File: src/rtl/sfa_pkg.sv
package sfa_pkg;

    localparam int SFA_DATA_W   = 18;
    localparam int SFA_LOCK_N   = 4;
    localparam int SFA_UNLOCK_N = 4;

    typedef enum logic [1:0] {
        ST_HUNT   = 2'd0,
        ST_VERIFY = 2'd1,
        ST_LOCKED = 2'd2
    } align_state_e;

    // Framing test on one window: top bit is the start, bottom bit the stop.
    function automatic logic framing_ok(input logic start_bit, input logic stop_bit);
        return start_bit & ~stop_bit;
    endfunction

endpackage

File: src/rtl/sfa_pair_shift.sv
module sfa_pair_shift #(
    parameter int HIST_W = 21
) (
    input  logic              clk,
    input  logic              rst,
    input  logic [1:0]        pair_i,
    output logic [HIST_W-1:0] hist_o
);
    // Newest bit in position 0; pair_i[1] is older than pair_i[0].
    always_ff @(posedge clk) begin
        if (rst) begin
            hist_o <= '0;
        end else begin
            hist_o <= {hist_o[HIST_W-3:0], pair_i[1], pair_i[0]};
        end
    end
endmodule

File: src/rtl/sfa_window_check.sv
module sfa_window_check
    import sfa_pkg::*;
#(
    parameter int DATA_W = 18
) (
    input  logic [DATA_W+2:0]            hist_i,
    output logic [1:0]                   pass_o,
    output logic [1:0][DATA_W-1:0]       data_o
);
    localparam int FRAME_W = DATA_W + 2;

    // Phase 0: frame ends on the later bit of the pair; phase 1: on the earlier.
    for (genvar p = 0; p < 2; p++) begin : g_phase
        logic [FRAME_W-1:0] win;
        assign win       = hist_i[p +: FRAME_W];
        assign pass_o[p] = framing_ok(win[FRAME_W-1], win[0]);
        assign data_o[p] = win[FRAME_W-2:1];
    end
endmodule

File: src/rtl/sfa_lock_fsm.sv
module sfa_lock_fsm
    import sfa_pkg::*;
#(
    parameter int DATA_W   = 18,
    parameter int SLOT_N   = 10,
    parameter int LOCK_N   = 4,
    parameter int UNLOCK_N = 4
) (
    input  logic                     clk,
    input  logic                     rst,
    input  logic [1:0]               pass_i,
    input  logic [1:0][DATA_W-1:0]   data_i,
    output logic [DATA_W-1:0]        word_o,
    output logic                     valid_o,
    output logic                     err_o,
    output logic                     locked_o
);
    localparam int SW = $clog2(SLOT_N);
    localparam int GW = $clog2(LOCK_N + 1);
    localparam int BW = $clog2(UNLOCK_N + 1);

    align_state_e      state;
    logic              phase;
    logic [SW-1:0]     slot;
    logic [GW-1:0]     good_cnt;
    logic [BW-1:0]     bad_cnt;
    logic              sel_pass;
    logic [DATA_W-1:0] sel_data;
    logic              at_slot;

    assign sel_pass = pass_i[phase];
    assign sel_data = data_i[phase];
    assign at_slot  = (slot == '0);

    always_ff @(posedge clk) begin
        if (rst) begin
            state    <= ST_HUNT;
            phase    <= 1'b0;
            slot     <= '0;
            good_cnt <= '0;
            bad_cnt  <= '0;
            word_o   <= '0;
            valid_o  <= 1'b0;
            err_o    <= 1'b0;
            locked_o <= 1'b0;
        end else begin
            valid_o <= 1'b0;
            err_o   <= 1'b0;
            if (state != ST_HUNT) begin
                slot <= at_slot ? SW'(SLOT_N - 1) : slot - SW'(1);
            end
            unique case (state)
                ST_HUNT: begin
                    if (pass_i != 2'b00) begin
                        phase    <= pass_i[1];
                        slot     <= SW'(SLOT_N - 1);
                        good_cnt <= GW'(1);
                        state    <= ST_VERIFY;
                    end
                end
                ST_VERIFY: begin
                    if (at_slot) begin
                        if (!sel_pass) begin
                            state <= ST_HUNT;
                        end else if (good_cnt == GW'(LOCK_N - 1)) begin
                            state    <= ST_LOCKED;
                            locked_o <= 1'b1;
                            bad_cnt  <= '0;
                        end else begin
                            good_cnt <= good_cnt + GW'(1);
                        end
                    end
                end
                ST_LOCKED: begin
                    if (at_slot) begin
                        if (sel_pass) begin
                            valid_o <= 1'b1;
                            word_o  <= sel_data;
                            bad_cnt <= '0;
                        end else begin
                            err_o <= 1'b1;
                            if (bad_cnt == BW'(UNLOCK_N - 1)) begin
                                state    <= ST_HUNT;
                                locked_o <= 1'b0;
                            end else begin
                                bad_cnt <= bad_cnt + BW'(1);
                            end
                        end
                    end
                end
                default: state <= ST_HUNT;
            endcase
        end
    end
endmodule

File: src/rtl/sfa_frame_aligner.sv
module sfa_frame_aligner
    import sfa_pkg::*;
#(
    parameter int DATA_W   = SFA_DATA_W,
    parameter int LOCK_N   = SFA_LOCK_N,
    parameter int UNLOCK_N = SFA_UNLOCK_N
) (
    input  logic              clk,
    input  logic              rst,
    input  logic [1:0]        pair_i,
    output logic [DATA_W-1:0] word_o,
    output logic              word_valid_o,
    output logic              frame_err_o,
    output logic              locked_o
);
    localparam int FRAME_W = DATA_W + 2;
    localparam int HIST_W  = FRAME_W + 1;
    localparam int SLOT_N  = FRAME_W / 2;

    logic [HIST_W-1:0]       hist;
    logic [1:0]              pass;
    logic [1:0][DATA_W-1:0]  cand;

    sfa_pair_shift #(.HIST_W(HIST_W)) u_shift (
        .clk    (clk),
        .rst    (rst),
        .pair_i (pair_i),
        .hist_o (hist)
    );

    sfa_window_check #(.DATA_W(DATA_W)) u_check (
        .hist_i (hist),
        .pass_o (pass),
        .data_o (cand)
    );

    sfa_lock_fsm #(
        .DATA_W   (DATA_W),
        .SLOT_N   (SLOT_N),
        .LOCK_N   (LOCK_N),
        .UNLOCK_N (UNLOCK_N)
    ) u_fsm (
        .clk      (clk),
        .rst      (rst),
        .pass_i   (pass),
        .data_i   (cand),
        .word_o   (word_o),
        .valid_o  (word_valid_o),
        .err_o    (frame_err_o),
        .locked_o (locked_o)
    );
endmodule

File: config.mk
export PLATFORM = sky130hd
export DESIGN_NAME = sfa_frame_aligner
export DESIGN_NICKNAME = d
export VERILOG_FILES = /design/src/rtl/sfa_pkg.sv /design/src/rtl/sfa_pair_shift.sv /design/src/rtl/sfa_window_check.sv /design/src/rtl/sfa_lock_fsm.sv /design/src/rtl/sfa_frame_aligner.sv
export SDC_FILE = /design/constraint.sdc
export NUM_CORES = 1
export LEC_CHECK = 0
export CAP_MARGIN = 10
export CORE_MARGIN = 4
export CORE_UTILIZATION = 40
export CTS_CLUSTER_SIZE = 14
export DETAILED_ROUTE_END_ITERATION = 10
export PLACE_DENSITY = 0.67
export SETUP_SLACK_MARGIN = 0.1
export SLEW_MARGIN = 10
export SYNTH_ARGS = -nofsm -noshare
export SYNTH_HDL_FRONTEND = slang
export SYNTH_SLANG_ARGS = --single-unit
File: constraint.sdc
create_clock -name clk -period 1.6 [get_ports clk]
set_input_delay 0.32 -clock clk [delete_from_list [all_inputs] [get_ports clk]]
set_output_delay 0.32 -clock clk [all_outputs]
set_load 0.05 [all_outputs]
==> results of run 1 <==
-- report_power, final --
group / internal, W / total (W) / switching (W)
registers: 0.00138 / 0.00138 / 0.00000619
logic: 0.0000216 / 0.0000545 / 0.0000329
clock network: 0.000307 / 0.000733 / 0.000426
-- cell usage after synthesis, types with 4 or more instances --
cell	number	area, sq um
dfxtp_1	55	1101
nor2b_1	25	156.4
mux2i_1	18	180.2
nor2_1	13	48.80
a211oi_2	12	150.1
nor2_2	10	62.56
a211oi_1	8	60.06
o21ai_0	7	35.03
a21oi_1	6	30.03
inv_1	6	22.52
clkbuf_1	5	18.77
nand2_1	5	18.77
ha_1	4	50.05
o32ai_1	4	35.03
-- kinds of logic after synthesis --
| kind of cell | share of synthesized area |
|---|---|
| multiplexers | 0.07987 |
| buffers and inverters | 0.03882 |
| AO/OA/AOI/OAI | 0.1775 |
| XOR/XNOR | 0.003883 |
| flip-flops | 0.4881 |
| adder cells (fa/ha/maj) | 0.02219 |
| AND/OR/NAND/NOR | 0.1897 |
-- cell type report --
cell class | instances | share of cell area
tap | 72 | 0.02968
inverter | 6 | 0.007420
clock buffer | 6 | 0.02391
multi-input combinational | 142 | 0.3850
timing repair buffer | 53 | 0.1843
sequential | 55 | 0.3656
clock inverter | 2 | 0.004122
-- cells in the final DEF, fill, tap and decap left out, types with 2 or more instances in the layout --
| master | n |
|---|---|
| dfxtp_1 | 48 |
| buf_6 | 7 |
| nor2_1 | 9 |
| or4_4 | 2 |
| a21oi_1 | 4 |
| buf_12 | 6 |
| nor4_1 | 2 |
| nand2b_1 | 3 |
| nor3_1 | 3 |
| a31oi_1 | 2 |
| o21ai_0 | 5 |
| nand2_1 | 4 |
| nor2_2 | 12 |
| buf_4 | 34 |
| inv_1 | 6 |
| a211oi_1 | 2 |
| nor2_4 | 2 |
| buf_16 | 2 |
| o21ai_1 | 2 |
| nand3b_1 | 2 |
| ha_1 | 4 |
| nor2b_1 | 25 |
| a211oi_2 | 18 |
| clkbuf_8 | 5 |
| o32ai_1 | 2 |
| dfxtp_2 | 7 |
| clkdlybuf4s50_1 | 2 |
| mux2i_1 | 18 |
| a21oi_2 | 2 |
| o32ai_2 | 2 |
-- worst reg2reg max path, delay by kind of cell, from the launching register on --
family                 cells  cell delay (ns)
and+or+nand+nor            2             0.60
buffers and inverters      2             0.34
DFF                        1             0.33
AOI/OAI and AO/OA          2             0.31
-- metal layers --
metal | GRT usage | vias to the layer above
met2 | 0.2208 | 20
met4 | 0.04012 | 0
met3 | 0.03770 | 4
met5 | 0 | -
li1 | - | 863
met1 | 0.1700 | 781
-- timing repair --
action / in CTS / in global routing
pin swaps: 8 / 8
gates resized for setup: 21 / 9
cloned: 2 / 1
endpoints found under the setup margin: 26 / 29
setup buffers: 9 / 0
-- state kept, by name, summed over array words and instances, names as in the netlist --
name / flops
u_fsm.bad_cnt: 3
u_shift.hist_o: 21
u_fsm.phase: 1
u_fsm.good_cnt: 3
u_fsm.locked_o: 1
u_fsm.err_o: 1
u_fsm.slot: 4
u_fsm.state: 2
u_fsm.valid_o: 1
u_fsm.word_o: 18
-- final timing paths --
path / end / cells after the start / from
setup reg to reg: u_fsm.word_o[13] / 6 / u_fsm.slot[2]
hold / removal: u_fsm.bad_cnt[1] / 3 / rst
hold reg to reg: u_shift.hist_o[11] / 1 / u_shift.hist_o[9]
setup / recovery: u_fsm.word_o[13] / 6 / u_fsm.slot[2]
-- through the flow --
| step | setup TNS [ns] | util | instance area [sq um] |
|---|---|---|---|
| 5_1_grt | -2.029 | 0.5546 | 3035 |
| 3_3_place_gp | -0.2586 | 0.4936 | 2701 |
| 4_1_cts | -0.5197 | 0.5450 | 2983 |
| 3_5_place_dp | -0.9026 | 0.4936 | 2701 |
| 6_report | -0.8317 | 0.5546 | 3035 |
| 2_1_floorplan | -0.9015 | - | 2313 |
==> impl_results.md, run 1 <==
- Status: finished with violations
- Failing checks: negative setup slack
- Crit path max-delay family: simple AND/OR/NAND/NOR gates
- Crit Path Max Fanout: 12
- CTS root buf: clkbuf_8
- WHS: 0.3701 ns
- Multi-input logic area: 1169 sq um
- Req. time, crit path: around 1.8 ns
- DR vias: between 1,500 and 2,000
- DRT iter0 DRCs: 86
- Row Count: 27
- Final net count: roughly 270
- Die height: between 80 and 90 um
- # diodes: 0
- IO Port Bufs: 24
- Tmin final: 1.653 ns
- GRT Util Overall: 0.1340
- Post-Syn Nets: 223
- Vias in the first global route: 1,660
- H-Tree Depth: 2
- CTS Hold Bufs: 0
- Post-route ant nets: 0
- Layout overhead on the synthesized area: 34.55%
- Sequential area share after synthesis: 0.4881
- F_max: 605.1 MHz
- Worst min path class: input pin to flop
- CP cell instances: or4_4, a211oi_4, buf_6, buf_12, nor2_2, a211oi_2
- Post-synth cell types: 40
- Max VDD drop: 0.5895 mV
- Pre-CTS setup slack: -0.07620 ns
- CP max-delay cell: or4_4
- Fin crit share: 1.033
- WL met2: roughly 2.2 mm
- Layout cell share with drive strength beyond 1: 0.4205
- CP Data Arrival Time: 1.88 ns
- Clk slew on worst S/H paths: 0.09 ns
- Num CTS Buffers: 5
- Slew @ Worst Pin: 0.4209 ns
- Clock sink total: 55
- Kind of critical path: flop to flop
- Unrepaired setup endpoints after global routing: yes
- Final slew viol count: 0
- First-pass DRT Iterations: 4
- Crit. End Element: flop
- Metal-1 WL: 2.078 mm
- Initial core utilization: 0.4122
- First-pass GRT wire length: between 7 and 8 mm
- Reg area: between 1000 and 1500 sq um
- Largest net degree at the start of global routing: 57
- Average size of a mapped cell: 10.49 sq um
- Max clock buf depth: 2
- Clock tree from TritonCTS: yes
- Final WS setup: -0.05270 ns
- Post-placement cell count: between 300 and 400
- Die area: ~6900 sq um
- Max Cap Viol: 0
- Slew headroom: 0.7168
- Ys async rst share: 0
- Worst path max stage delay: 0.55 ns
- Post-route insts no fill: 336
- Gate Count Post-Synth: 215
- # IOs: 25
- Final Skew: 0.004164 ns
- Worst path bufs/invs: 2
- Drt drc: 0
- Met3 routed WL: 132 um
- Reg2Reg Setup Slack: -0.05 ns
- Startpoint type of the worst setup path: flop
- Vias per std cell: 4.964
- Die width: 83.10 um
- Detail-routed net length per standard cell: 13.19 um
- Total gr overflow: 0
- Core area: 5473 sq um
- Final Setup Violations: 19
- Yosys warning count: 0
- P_leak: 1.087 nW
- Post-DP HPWL: 2.791 mm
- Flops & latches, synth: 55
- EDFF count, synth: 0
- Total Wirelength: 4.431 mm
- Synthesized area: 2256 sq um
- Worst-skew pair later-pin latency: 0.30 ns
- Pwr dens: 714.6 nW/um^2
- Placer Congestion: about 0.77
- DR top layer: met4
- Fillers: 475
- Initial antenna violation count: 0
- Top FF cell, synth: dfxtp_1
- Final hold violation count: 0
- Tot Pwr: 0.002169 W
Power figures use the tool's default switching activity.
==> run 2: changes to the inputs <==
--- a/config.mk
+++ b/config.mk
@@ -7,10 +7,10 @@
 export LEC_CHECK = 0
 export CAP_MARGIN = 10
 export CORE_MARGIN = 4
-export CORE_UTILIZATION = 40
+export CORE_UTILIZATION = 25
 export CTS_CLUSTER_SIZE = 14
 export DETAILED_ROUTE_END_ITERATION = 10
-export PLACE_DENSITY = 0.67
+export PLACE_DENSITY = 0.48
 export SETUP_SLACK_MARGIN = 0.1
 export SLEW_MARGIN = 10
 export SYNTH_ARGS = -nofsm -noshare
==> impl_results.md, run 2 (synthesis gave the netlist of run 1 again) <==
- Total Wirelength: between 4 and 5 mm
- IO Port Bufs: 24
- Post-placement cell count: 355
- Max clock buf depth: 2
- First-pass DRT Iterations: 4
- Total gr overflow: 0
- DRT iter0 DRCs: 29
- Worst min path class: input pin to flop
- DR vias: around 1,700
- Clock tree from TritonCTS: yes
- GRT Util Overall: 0.09727
- Worst-skew pair later-pin latency: ~0.32 ns
- Die area: roughly 11,000 sq um
- # IOs: 25
- Vias in the first global route: 1,730
- F_max: 591.5 MHz
- Crit path max-delay family: simple AND/OR/NAND/NOR gates
- Max VDD drop: 0.3516 mV
- Kind of critical path: flop to flop
- # diodes: 0
- Post-DP HPWL: 3.007 mm
- Core area: 8763 sq um
- P_leak: 1.134 nW
- CTS root buf: clkbuf_8
- Largest register FFs: 21
- Final Skew: about 0.014 ns
- Initial core utilization: 0.2574
- Biggest register: u_shift.hist_o
- Row Count: 34
- Final net count: 277
- Commonest non-fill, non-tap cell in the layout: dfxtp_1
- Clk slew on worst S/H paths: about 0.11 ns
- Initial antenna violation count: 0
- Status: finished with violations
- Largest net degree at the start of global routing: 57
- CP max-delay cell: or4_4
- Pwr dens: 764.8 nW/um^2
- Crit Path Max Fanout: 6
- Detail-routed net length per standard cell: 12.64 um
- Die height: 103.0 um
- CP cell instances: or4_4, a211oi_4, buf_6, buf_6, buf_16, a211oi_2
- Layout cell share with drive strength beyond 1: 0.4296
- Final core utilization: 0.3615
- Slew headroom: 0.7809
- Num CTS Buffers: 5
- Final slew viol count: 0
- Max Cap Viol: 0
- Most used cell, CP: buf_6
- Slew @ Worst Pin: 0.3275 ns
- Most frequent cells in the layout: dfxtp_1, buf_4, nor2b_1
- Unrepaired setup endpoints after global routing: yes
- Final Setup Violations: 19
- Final WS setup: -0.09050 ns
- Req. time, crit path: about 1.8 ns
- Post-route insts no fill: 378
- Tmin final: 1.691 ns
- Die width: approximately 100 um
- Worst path max stage delay: about 0.54 ns
- Clock sink total: 55
- Layout overhead on the synthesized area: 40.43%
- Worst path bufs/invs: 3
- WHS: 0.3531 ns
- Setup Total Neg Slack: -1.171 ns
- Startpoint type of the worst setup path: flop
- Failing checks: negative setup slack
- H-Tree Depth: 2
- First-pass GRT wire length: 8.121 mm
- Post-route ant nets: 0
- Drt drc: 0
- Top flop regs: u_shift.hist_o x21, u_fsm.word_o x18, u_fsm.slot x4
- Placer Congestion: 0.7496
- Tot Pwr: around 0.0024 W
- Vias per std cell: 4.548
- Final hold violation count: 0
- Fin crit share: 1.057
- Crit. End Element: flop
- CP Data Arrival Time: 1.89 ns
[run 2: repair_timing]
item,4_1_cts,5_1_grt
cloned,3,1
pin swaps,7,11
resized for setup,19,10
setup buffers,8,5
hold buffers,0,0
setup endpoints to repair,26,30
[run 2: layer usage]
metal	up-vias	global-route usage	part of all wire
li1	872	-	-
met1	812	0.1300	0.48
met2	26	0.1495	0.47
met3	9	0.02571	0.028
met4	0	0.03785	0.016
met5	-	0	0
[run 2: cell type report]
class                   instances  area [sq um]
multi-input cells             142          1174
flip-flops and latches         55          1110
repair buffers                 59         608.1
well taps                     108         135.1
fillers                       887          5595
clock inverters                 3         50.05
clock buffers                   5         68.82
inverters                       6         22.52
[run 2: worst paths after layout]
path | cells after the start | slack (ns) | end | start
max | 6 | -0.09 | u_fsm.word_o[12] | u_fsm.slot[2]
min | 3 | 0.35 | u_fsm.bad_cnt[2] | rst
max reg2reg | 6 | -0.09 | u_fsm.word_o[12] | u_fsm.slot[2]
min reg2reg | 2 | 0.48 | u_fsm.good_cnt[1] | u_fsm.good_cnt[1]
[run 2: worst register-to-register path, stage by stage, from the launching register on]
cell      delay, ns
dfxtp_2        0.33
or4_4          0.54
a211oi_4       0.22
buf_6          0.17
buf_6          0.13
buf_16         0.13
a211oi_2       0.06
[run 2: through the flow]
| stage | cell area (sq um) | worst slack [ns] |
|---|---|---|
| floorplan | 2313 | -0.07648 |
| global placement | 2781 | -0.04102 |
| detailed placement | 2781 | -0.06456 |
| CTS | 3075 | -0.07537 |
| global route | 3168 | -0.1464 |
| finish | 3168 | -0.09050 |
[run 2: power by group]
| part | total, W | switching (W) | internal, W |
|---|---|---|---|
| sequential | 0.00138 | 0.00000556 | 0.00138 |
| clock | 0.000985 | 0.000501 | 0.000484 |
| combinational | 0.0000561 | 0.0000343 | 0.0000218 |
| total | 0.00242 | 0.000541 | 0.00188 |
==> run 3: changes to the inputs <==
--- a/config.mk
+++ b/config.mk
@@ -7,10 +7,10 @@
 export LEC_CHECK = 0
 export CAP_MARGIN = 10
 export CORE_MARGIN = 4
-export CORE_UTILIZATION = 25
+export CORE_UTILIZATION = 40
 export CTS_CLUSTER_SIZE = 14
 export DETAILED_ROUTE_END_ITERATION = 10
-export PLACE_DENSITY = 0.48
+export PLACE_DENSITY = 0.67
 export SETUP_SLACK_MARGIN = 0.1
 export SLEW_MARGIN = 10
 export SYNTH_ARGS = -nofsm -noshare
==> results of run 3 <==
Same layout as run 1: the final DEF is identical, and so are final timing and power.
